$ cat src/rtl/ms_enc_pkg.sv
package ms_enc_pkg;
  typedef enum logic [1:0] {
    PH_IDLE   = 2'd0,
    PH_COARSE = 2'd1,
    PH_FINE   = 2'd2
  } phase_t;
endpackage

$ cat src/rtl/ms_ones_count.sv
// Ones counter over a thermometer code; bubbles are absorbed by counting.
module ms_ones_count #(
  parameter int W  = 16,
  parameter int CW = $clog2(W + 1)
) (
  input  logic [W-1:0]  therm,
  output logic [CW-1:0] ones
);
  logic [CW-1:0] part [W+1];

  assign part[0] = '0;
  for (genvar gi = 0; gi < W; gi++) begin : g_acc
    assign part[gi+1] = part[gi] + CW'(therm[gi]);
  end
  assign ones = part[W];
endmodule

$ cat src/rtl/ms_window_map.sv
// Maps estimator interval index to the base tap of the overlapping window.
module ms_window_map #(
  parameter int EST_N    = 6,
  parameter int MSB_W    = 6,
  parameter int CMP_N    = 16,
  parameter int SEG_STEP = 8,
  parameter int WIN_OFF  = 4,
  parameter int ECW      = $clog2(EST_N + 1)
) (
  input  logic [ECW-1:0]   est_idx,
  output logic [MSB_W-1:0] base
);
  localparam int TOP = (2 ** MSB_W) - CMP_N;

  logic signed [31:0] raw;

  always_comb begin
    if (est_idx == ECW'(EST_N)) begin
      raw = 32'(TOP);
    end else begin
      raw = 32'(int'(est_idx) * SEG_STEP - WIN_OFF);
    end
    if (raw < 0) begin
      base = '0;
    end else if (raw > 32'(TOP)) begin
      base = MSB_W'(TOP);
    end else begin
      base = MSB_W'(raw);
    end
  end
endmodule

$ cat src/rtl/ms_code_form.sv
// Saturating assembly of upper code from window base and lower code from count.
module ms_code_form #(
  parameter int MSB_W = 6,
  parameter int LSB_W = 4,
  parameter int CCW   = 5
) (
  input  logic [MSB_W-1:0] base,
  input  logic [CCW-1:0]   ones,
  output logic [MSB_W-1:0] msb_code,
  output logic [LSB_W-1:0] lsb_code
);
  localparam logic [MSB_W:0] MSB_LIM = (MSB_W+1)'((2 ** MSB_W) - 1);
  localparam logic [CCW-1:0] LSB_LIM = CCW'((2 ** LSB_W) - 1);

  logic [MSB_W:0] sum;

  always_comb begin
    sum = {1'b0, base} + (MSB_W+1)'(ones);
    if (sum > MSB_LIM) begin
      msb_code = MSB_LIM[MSB_W-1:0];
    end else begin
      msb_code = sum[MSB_W-1:0];
    end
    if (ones > LSB_LIM) begin
      lsb_code = LSB_LIM[LSB_W-1:0];
    end else begin
      lsb_code = ones[LSB_W-1:0];
    end
  end
endmodule

$ cat src/rtl/ms_seq_ctrl.sv
// Three-step sequencer: estimate capture, coarse flash, fine flash and latch.
module ms_seq_ctrl
  import ms_enc_pkg::*;
(
  input  logic   clk,
  input  logic   rst_n,
  input  logic   en,
  input  logic   start,
  output phase_t phase,
  output logic   cap_est,
  output logic   cap_msb,
  output logic   cap_res
);
  phase_t phase_d;

  always_comb begin
    cap_est = 1'b0;
    cap_msb = 1'b0;
    cap_res = 1'b0;
    phase_d = phase;
    unique case (phase)
      PH_IDLE: if (en && start) begin
        cap_est = 1'b1;
        phase_d = PH_COARSE;
      end
      PH_COARSE: if (en) begin
        cap_msb = 1'b1;
        phase_d = PH_FINE;
      end
      PH_FINE: if (en) begin
        cap_res = 1'b1;
        phase_d = PH_IDLE;
      end
      default: phase_d = PH_IDLE;
    endcase
  end

  always_ff @(posedge clk or negedge rst_n) begin
    if (!rst_n) phase <= PH_IDLE;
    else        phase <= phase_d;
  end
endmodule

$ cat src/rtl/multistep_encoder.sv
module multistep_encoder
  import ms_enc_pkg::*;
#(
  parameter int MSB_W    = 6,
  parameter int LSB_W    = 4,
  parameter int EST_N    = 6,
  parameter int CMP_N    = 16,
  parameter int SEG_STEP = 8,
  parameter int WIN_OFF  = 4
) (
  input  logic                   clk,
  input  logic                   rst_n,
  input  logic                   en,
  input  logic                   start,
  input  logic [EST_N-1:0]       est_therm,
  input  logic [CMP_N-1:0]       cmp_therm,
  output logic [MSB_W-1:0]       tap_sel,
  output logic                   fine_phase,
  output logic [MSB_W+LSB_W-1:0] result,
  output logic                   done
);
  localparam int RES_W = MSB_W + LSB_W;
  localparam int ECW   = $clog2(EST_N + 1);
  localparam int CCW   = $clog2(CMP_N + 1);

  phase_t           phase;
  logic             cap_est, cap_msb, cap_res;
  logic [ECW-1:0]   est_ones;
  logic [CCW-1:0]   cmp_ones;
  logic [ECW-1:0]   k_q;
  logic [MSB_W-1:0] win_base;
  logic [MSB_W-1:0] msb_d, msb_q;
  logic [LSB_W-1:0] lsb_d;
  logic [RES_W-1:0] res_q;
  logic             done_q;

  ms_seq_ctrl u_ctrl (
    .clk     (clk),
    .rst_n   (rst_n),
    .en      (en),
    .start   (start),
    .phase   (phase),
    .cap_est (cap_est),
    .cap_msb (cap_msb),
    .cap_res (cap_res)
  );

  ms_ones_count #(.W(EST_N), .CW(ECW)) u_est_cnt (
    .therm (est_therm),
    .ones  (est_ones)
  );

  // One counter serves the shared bank in both flashes.
  ms_ones_count #(.W(CMP_N), .CW(CCW)) u_cmp_cnt (
    .therm (cmp_therm),
    .ones  (cmp_ones)
  );

  ms_window_map #(
    .EST_N    (EST_N),
    .MSB_W    (MSB_W),
    .CMP_N    (CMP_N),
    .SEG_STEP (SEG_STEP),
    .WIN_OFF  (WIN_OFF),
    .ECW      (ECW)
  ) u_win (
    .est_idx (k_q),
    .base    (win_base)
  );

  ms_code_form #(.MSB_W(MSB_W), .LSB_W(LSB_W), .CCW(CCW)) u_form (
    .base     (win_base),
    .ones     (cmp_ones),
    .msb_code (msb_d),
    .lsb_code (lsb_d)
  );

  always_ff @(posedge clk or negedge rst_n) begin
    if (!rst_n) begin
      k_q    <= '0;
      msb_q  <= '0;
      res_q  <= '0;
      done_q <= 1'b0;
    end else begin
      if (cap_est) k_q   <= est_ones;
      if (cap_msb) msb_q <= msb_d;
      if (cap_res) res_q <= {msb_q, lsb_d};
      done_q <= cap_res;
    end
  end

  assign fine_phase = (phase == PH_FINE);
  assign tap_sel    = fine_phase ? msb_q : win_base;
  assign result     = res_q;
  assign done       = done_q;
endmodule

$ cat config.mk
export PLATFORM = sky130hd
export DESIGN_NAME = multistep_encoder
export DESIGN_NICKNAME = d
export VERILOG_FILES = /design/src/rtl/ms_enc_pkg.sv /design/src/rtl/ms_ones_count.sv /design/src/rtl/ms_window_map.sv /design/src/rtl/ms_code_form.sv /design/src/rtl/ms_seq_ctrl.sv /design/src/rtl/multistep_encoder.sv
export SDC_FILE = /design/constraint.sdc
export NUM_CORES = 1
export LEC_CHECK = 0
export BUFFER_PORTS_ARGS = -buffer_cell sky130_fd_sc_hd__buf_2
export CORE_UTILIZATION = 50
export DETAILED_ROUTE_END_ITERATION = 8
export GPL_TIMING_DRIVEN = 0
export PLACE_DENSITY = 0.84
export SLEW_MARGIN = 15
export SYNTH_ARGS = -nofsm -noshare
export SYNTH_HDL_FRONTEND = slang
export SYNTH_SLANG_ARGS = --single-unit
$ cat constraint.sdc
create_clock -name clk -period 6.6 [get_ports clk]
set_input_delay 0.33 -clock clk [delete_from_list [all_inputs] [get_ports clk]]
set_output_delay 0.33 -clock clk [all_outputs]
set_load 0.01 [all_outputs]
Yosys cells after proc, flatten, opt, wreduce, memory -nomap -nowiden
Cells that the tools add are included.

operators by class
  $add $sub $neg = 22
  multiply operators = 0
  divide/modulo/power cells = 0
  magnitude comparators = 4
  equality and inequality tests = 6
  shift-type cells = 0
  multiplexer cells = 15
  bitwise logic cells = 0
  reductions and logical operators = 3

operators by type and width
  kind                                                            count
  adder 5 x 1 -> 5 bit                                            14
  greater-than comparator 32 x 7 -> 1 bit, second input constant  1
  < comparator 32 x 1 -> 1 bit, second input constant             1
  two-way mux 32 bit                                              1
  two-way mux 6 bit                                               4
  adder 3 x 1 -> 3 bit                                            4
  adder 6 x 5 -> 7 bit                                            1
  greater-than comparator 7 x 6 -> 1 bit, second input constant   1
  subtractor 6 x 3 -> 7 bit, second input constant                1
  two-way mux 2 bit                                               3
  one-hot mux 2 bit (3 select lines)                              1
  greater-than comparator 5 x 4 -> 1 bit, second input constant   1
  two-way mux 1 bit                                               5
  adder 1 x 1 -> 2 bit                                            2
  two-way mux 4 bit                                               1
  inequality test 2 bit, second input constant                    2
  == test 3 bit, second input constant                            1
  AND reduction 3 bit                                             1
  == test 2 x 1 -> 1 bit, second input constant                   1
  == test 2 bit, second input constant                            1
  logical NOT 2 bit                                               1
  inequality test 2 x 1 -> 1 bit, second input constant           1
  logical AND 1 bit                                               1

word-level totals
  register bits after elaboration = 22
  bits in latches = 0
  RAM bits = 0
  bits in read-only memories = 0
  input bits = 26
  output and inout port bits = 18
  word-level logic and storage cells = 55
  memories kept = 0

Longest topological paths before layout
  depth in word-level cells = 18
  depth in mapped cells = 17
  depth with buffers taken out = 17

Modules after synthesis
A second synthesis with hierarchy kept.

unflattened totals
  cell total of the unflattened synthesis = 177
  area total of the unflattened synthesis = 1869.3 um^2

by module, submodules not included
  module                     instances  cells each  area each (um^2)  seq. area each (um^2)
  multistep_encoder          1          49          842.1             500.5
  ms_ones_count (u_cmp_cnt)  1          47          407.9             0.0
  ms_code_form               1          37          286.5             0.0
  ms_window_map              1          21          125.1             0.0
  ms_seq_ctrl                1          11          105.1             50.0
  ms_ones_count (u_est_cnt)  1          12          102.6             0.0

Worst setup path after synthesis
OpenSTA, ideal clock, no wires.

  kind = in2reg
  start = in cmp_therm[2]
  end = reg msb_q[5]
  library setup time = 0.120 ns
  arrival = 4.345 ns
  data required time = 6.480 ns
  setup slack = 2.135 ns
  stages on the path = 13
  path buffers = 0
  path through = inv_1 > fa_1 > fa_1 > fa_1 > fa_1 > fa_1 > fa_1 > xnor2_1 > ha_1 > fa_1 > nor3_1 > nand4_1 > and3b_1

between the ends
  cells in the longest elaborated chain, start to end = 17

RTL lines
  element                                 line                     source
  from (decl)                             multistep_encoder.sv:16  input logic [CMP_N-1:0] cmp_therm,
  adder 5 x 1 -> 5 bit (*) (14 in a row)  ms_ones_count.sv:13      assign part[gi+1] = part[gi] + CW'(therm[gi]);
  adder 6 x 5 -> 7 bit (*)                ms_code_form.sv:18       sum = {1'b0, base} + (MSB_W+1)'(ones);
  greater-than comparator 7 x 6 -> 1 bit  ms_code_form.sv:19       if (sum > MSB_LIM) begin
  two-way mux 6 bit (*)                   ms_code_form.sv:19
  to (signal assigned)                    multistep_encoder.sv:86  if (cap_msb) msb_q <= msb_d;
  to (decl)                               multistep_encoder.sv:32  logic [MSB_W-1:0] msb_d, msb_q;

Every way passes the cells marked *; elsewhere a longest branch is shown, timed or not.
A chain may end at the register's enable or synchronous reset.

Final worst setup path
Ends and elaborated chain as after synthesis.

==> reports/metrics.csv <==
stage,metric,value,unit
finish,# fillers,270,
pwr,maximum vdd drop,0.000159,V
sta,Worst Max-Slew Pin Slew,0.479,ns
grt,gr ovfl total,0,
routing,routed vias,1244,
clocking,TritonCTS clock tree,built,
sta,crit path time final,4.44,ns
hold_path,HP Class,in2reg,
floorplan,FP Rows,20,
finish,fraction of layout cells with a size suffix above 1,26.8,%
pwr,Overall Power,0.775,mW
floorplan,Die Height,59.1,um
logic_synthesis,Synth Flop Type,dfrtp_1,
place,HPWL after detailed placement,2390,um
floorplan,Core Region,3080,sq um
floorplan,die width,59.1,um
logic_synthesis,cell with the most instances after synthesis,inv_1,
sta,worst setup margin,2.16,ns
routing,1st-iter DRT viols,61,
logic_synthesis,Netlist cell types,34,
logic_synthesis,Post-synth top cells,"inv_1, nand2_1, nor2_1",
sta,RSZ-0062 raised after global routing,no,
place,Placer Congestion,0.886,
logic_synthesis,post-synth top area cell,dfrtp_1,
worst_setup_path,CP endpoint kind,register,
worst_setup_path,critical path cell sequence,buf_2 -> inv_1 -> fa_1 -> fa_1 -> fa_1 -> fa_1 -> fa_1 -> fa_1 -> xnor2_1 -> ha_1 -> fa_1 -> nor3_1 -> nand4_1 -> and3b_1,
clocking,htree depth,1,
finish,Storage cell area,551,sq um
worst_setup_path,Worst EP required,6.80,ns
routing,met3 WL post-DR,80,um
grt,initial antenna violation count,0,
logic_synthesis,"FF+latch count, synth",22,
sta,"Slew Viols, Final",0,
floorplan,Initial Util,53.0,%
clocking,post-CTS setup buffer count,0,
logic_synthesis,cell count after synthesis,172,
sta,Fin. Hold Viols,0,
logic_synthesis,Synth top area share,33.7,%
logic_synthesis,register area share after synthesis,33.7,%
worst_setup_path,slowest CP cell,fa_1,
sta,Final Cycle Share,67.3,%
pwr,pwr dens,398,nW/um^2
routing,routed len/inst,10.9,um
sta,Fin Setup TNS,0,ns
logic_synthesis,Synth async-reset ratio,100,%
sta,final setup fails,0,
logic_synthesis,number of flops mapped to enable cells by yosys,0,
finish,diode count,0,
clocking,CTS Buffer Depth,2,
worst_setup_path,kind of critical path,in2reg,
worst_setup_path,slowest cell delay on critical path,0.53,ns
grt,first-pass GRT wire length,4910,um
worst_setup_path,cell mode on critical path,fa_1,
finish,Nets,272,
floorplan,full die area,3500,sq um
clocking,worst skew pair latency,0.30,ns
floorplan,I/O Pins,44,
place,PortBufs,43,
sta,FMAX,225,MHz
clocking,root buffer cell,clkbuf_4,
place,setup slack after placement,1.83,ns
worst_setup_path,worst reg-to-reg setup slack,3.95,ns
hold_path,hold depth,2,
logic_synthesis,Synth area leaders,"dfrtp_1, fa_1, ha_1",
pwr,LEAKAGE,1.07,nW
routing,Via-to-Cell Ratio,4.71,
worst_setup_path,R2R depth,11,
logic_synthesis,area of the mapped netlist,1630,sq um
clocking,Resize count post-CTS,0,
worst_setup_path,Worst Setup Start Kind,input port,
clocking,CTS buffer count,3,
worst_setup_path,critical path arrival,4.64,ns
routing,Met1 Wirelength,1310,um
sta,Max-Slew Margin vs Limit,68.1,%
flow_run,max-cap violation count,0,
logic_synthesis,YS warnings,0,
finish,area of the multi-input gates,955,sq um
worst_setup_path,CP Max Fanout,3,
routing,wire length on met2,1430,um
routing,DRC errors left,0,
routing,first-pass detailed-route iteration total,4,
routing,uppermost layer routed,met4,
clocking,CTS Sinks,22,
routing,Final ANT Viol Nets,0,
logic_synthesis,Post-Syn Area per Cell,9.49,sq um
grt,vias in the first global route,1167,
routing,Detailed Route WL,2890,um
clocking,clock transition at the registers of the reported paths,0.11,ns
grt,largest net degree at the start of global routing,23,
logic_synthesis,Synth Net Count,223,
run_status,status,completed,
finish,Area Growth Syn to Fin,19.4,%
sta,Post-Route Skew,0.00428,ns
grt,Tot GR Track Use,18.9,%
[cell type report]
type | instances | share of cell area [%]
multi-input cells | 119 | 49.0
clock buffers | 4 | 1.86
plain buffers | 2 | 0.834
well taps | 44 | 2.82
repair buffers | 44 | 11.6
flip-flops and latches | 22 | 28.2
inverters | 29 | 5.71
[final timing paths]
kind / start / end
max: cmp_therm[2] / msb_q[5]
min: en / u_ctrl.phase[1]
max reg2reg: k_q[0] / msb_q[5]
min reg2reg: result[7] / result[7]
max in group asynchronous: rst_n / msb_q[5]
min in group asynchronous: rst_n / msb_q[4]
[layout by cell type, fill, tap and decap left out]
cell type	count
nand2b_1	2
a21o_1	2
clkbuf_8	1
nand2_8	1
a2111oi_2	1
a21oi_1	5
nand2_2	1
or2b_1	1
o21ai_0	4
nor2_1	24
nor2b_1	3
nor3_1	2
mux2_2	2
nand2_1	24
nand2b_4	1
xnor2_1	3
clkbuf_4	3
o2bb2ai_1	1
dlygate4sd3_1	1
inv_2	1
buf_6	1
buf_2	44
fa_1	14
nand4_1	1
and2_1	2
dfrtp_1	22
o31ai_1	1
inv_4	1
o21a_1	1
mux2_1	1
inv_1	27
nand3b_2	1
nor3_2	1
mux2i_1	2
and3b_1	2
ha_1	11
a31oi_1	5
[through the flow]
step                      cells  cell area [sq um]  hold WS, ns  utilization (%)
final                       264               1950        0.362             63.3
after floorplan             172               1630       0.0344                -
after detailed placement    259               1900        0.316             61.8
after global routing        264               1950        0.353             63.3
after global placement      259               1900        0.316             61.8
after CTS                   264               1950        0.358             63.3
[kinds of logic (layout without fill, tap and decap cells)]
group	Yosys count	after routing	synth area share, %
adders and majority gates	25	25	25.6
buffers and inverters	31	79	7.82
muxes	5	5	3.29
DFF	22	22	33.7
and+or+nand+nor	66	66	20.0
xor gates and xnor gates	3	3	1.61
AOI/OAI and AO/OA	20	20	7.97
[flip-flops by register name (all words and copies together), names as in the netlist]
register and count:
done 1, k_q 3, msb_q 6, result 10, u_ctrl.phase 2
[timing repair]
| action | 4_1_cts | 5_1_grt |
|---|---|---|
| setup endpoints to repair | 0 | 0 |
| hold endpoints to repair | 22 | 0 |
| hold buffers | 1 | 0 |
[per-layer routing]
metal	global-route usage (%)	vias up
li1	-	642
met3	2.62	6
met5	0	-
met1	23.4	567
met4	11.6	0
met2	31.3	29
[power by group]
part	internal (mW)	leakage, nW	switching [mW]
logic	0.215	0.783	0.252
clock network	0.0337	0.0210	0.0389
registers	0.193	0.262	0.0426
total	0.441	1.07	0.334
[critical path, delay by kind of cell]
kind	cells	cell delay (ns)
XOR/XNOR	1	0.17
adder cells (fa/ha/maj)	8	3.51
buffers and inverters	2	0.12
AND/OR/NAND/NOR	3	0.51
No activity file was read; power rests on OpenSTA's default activity.
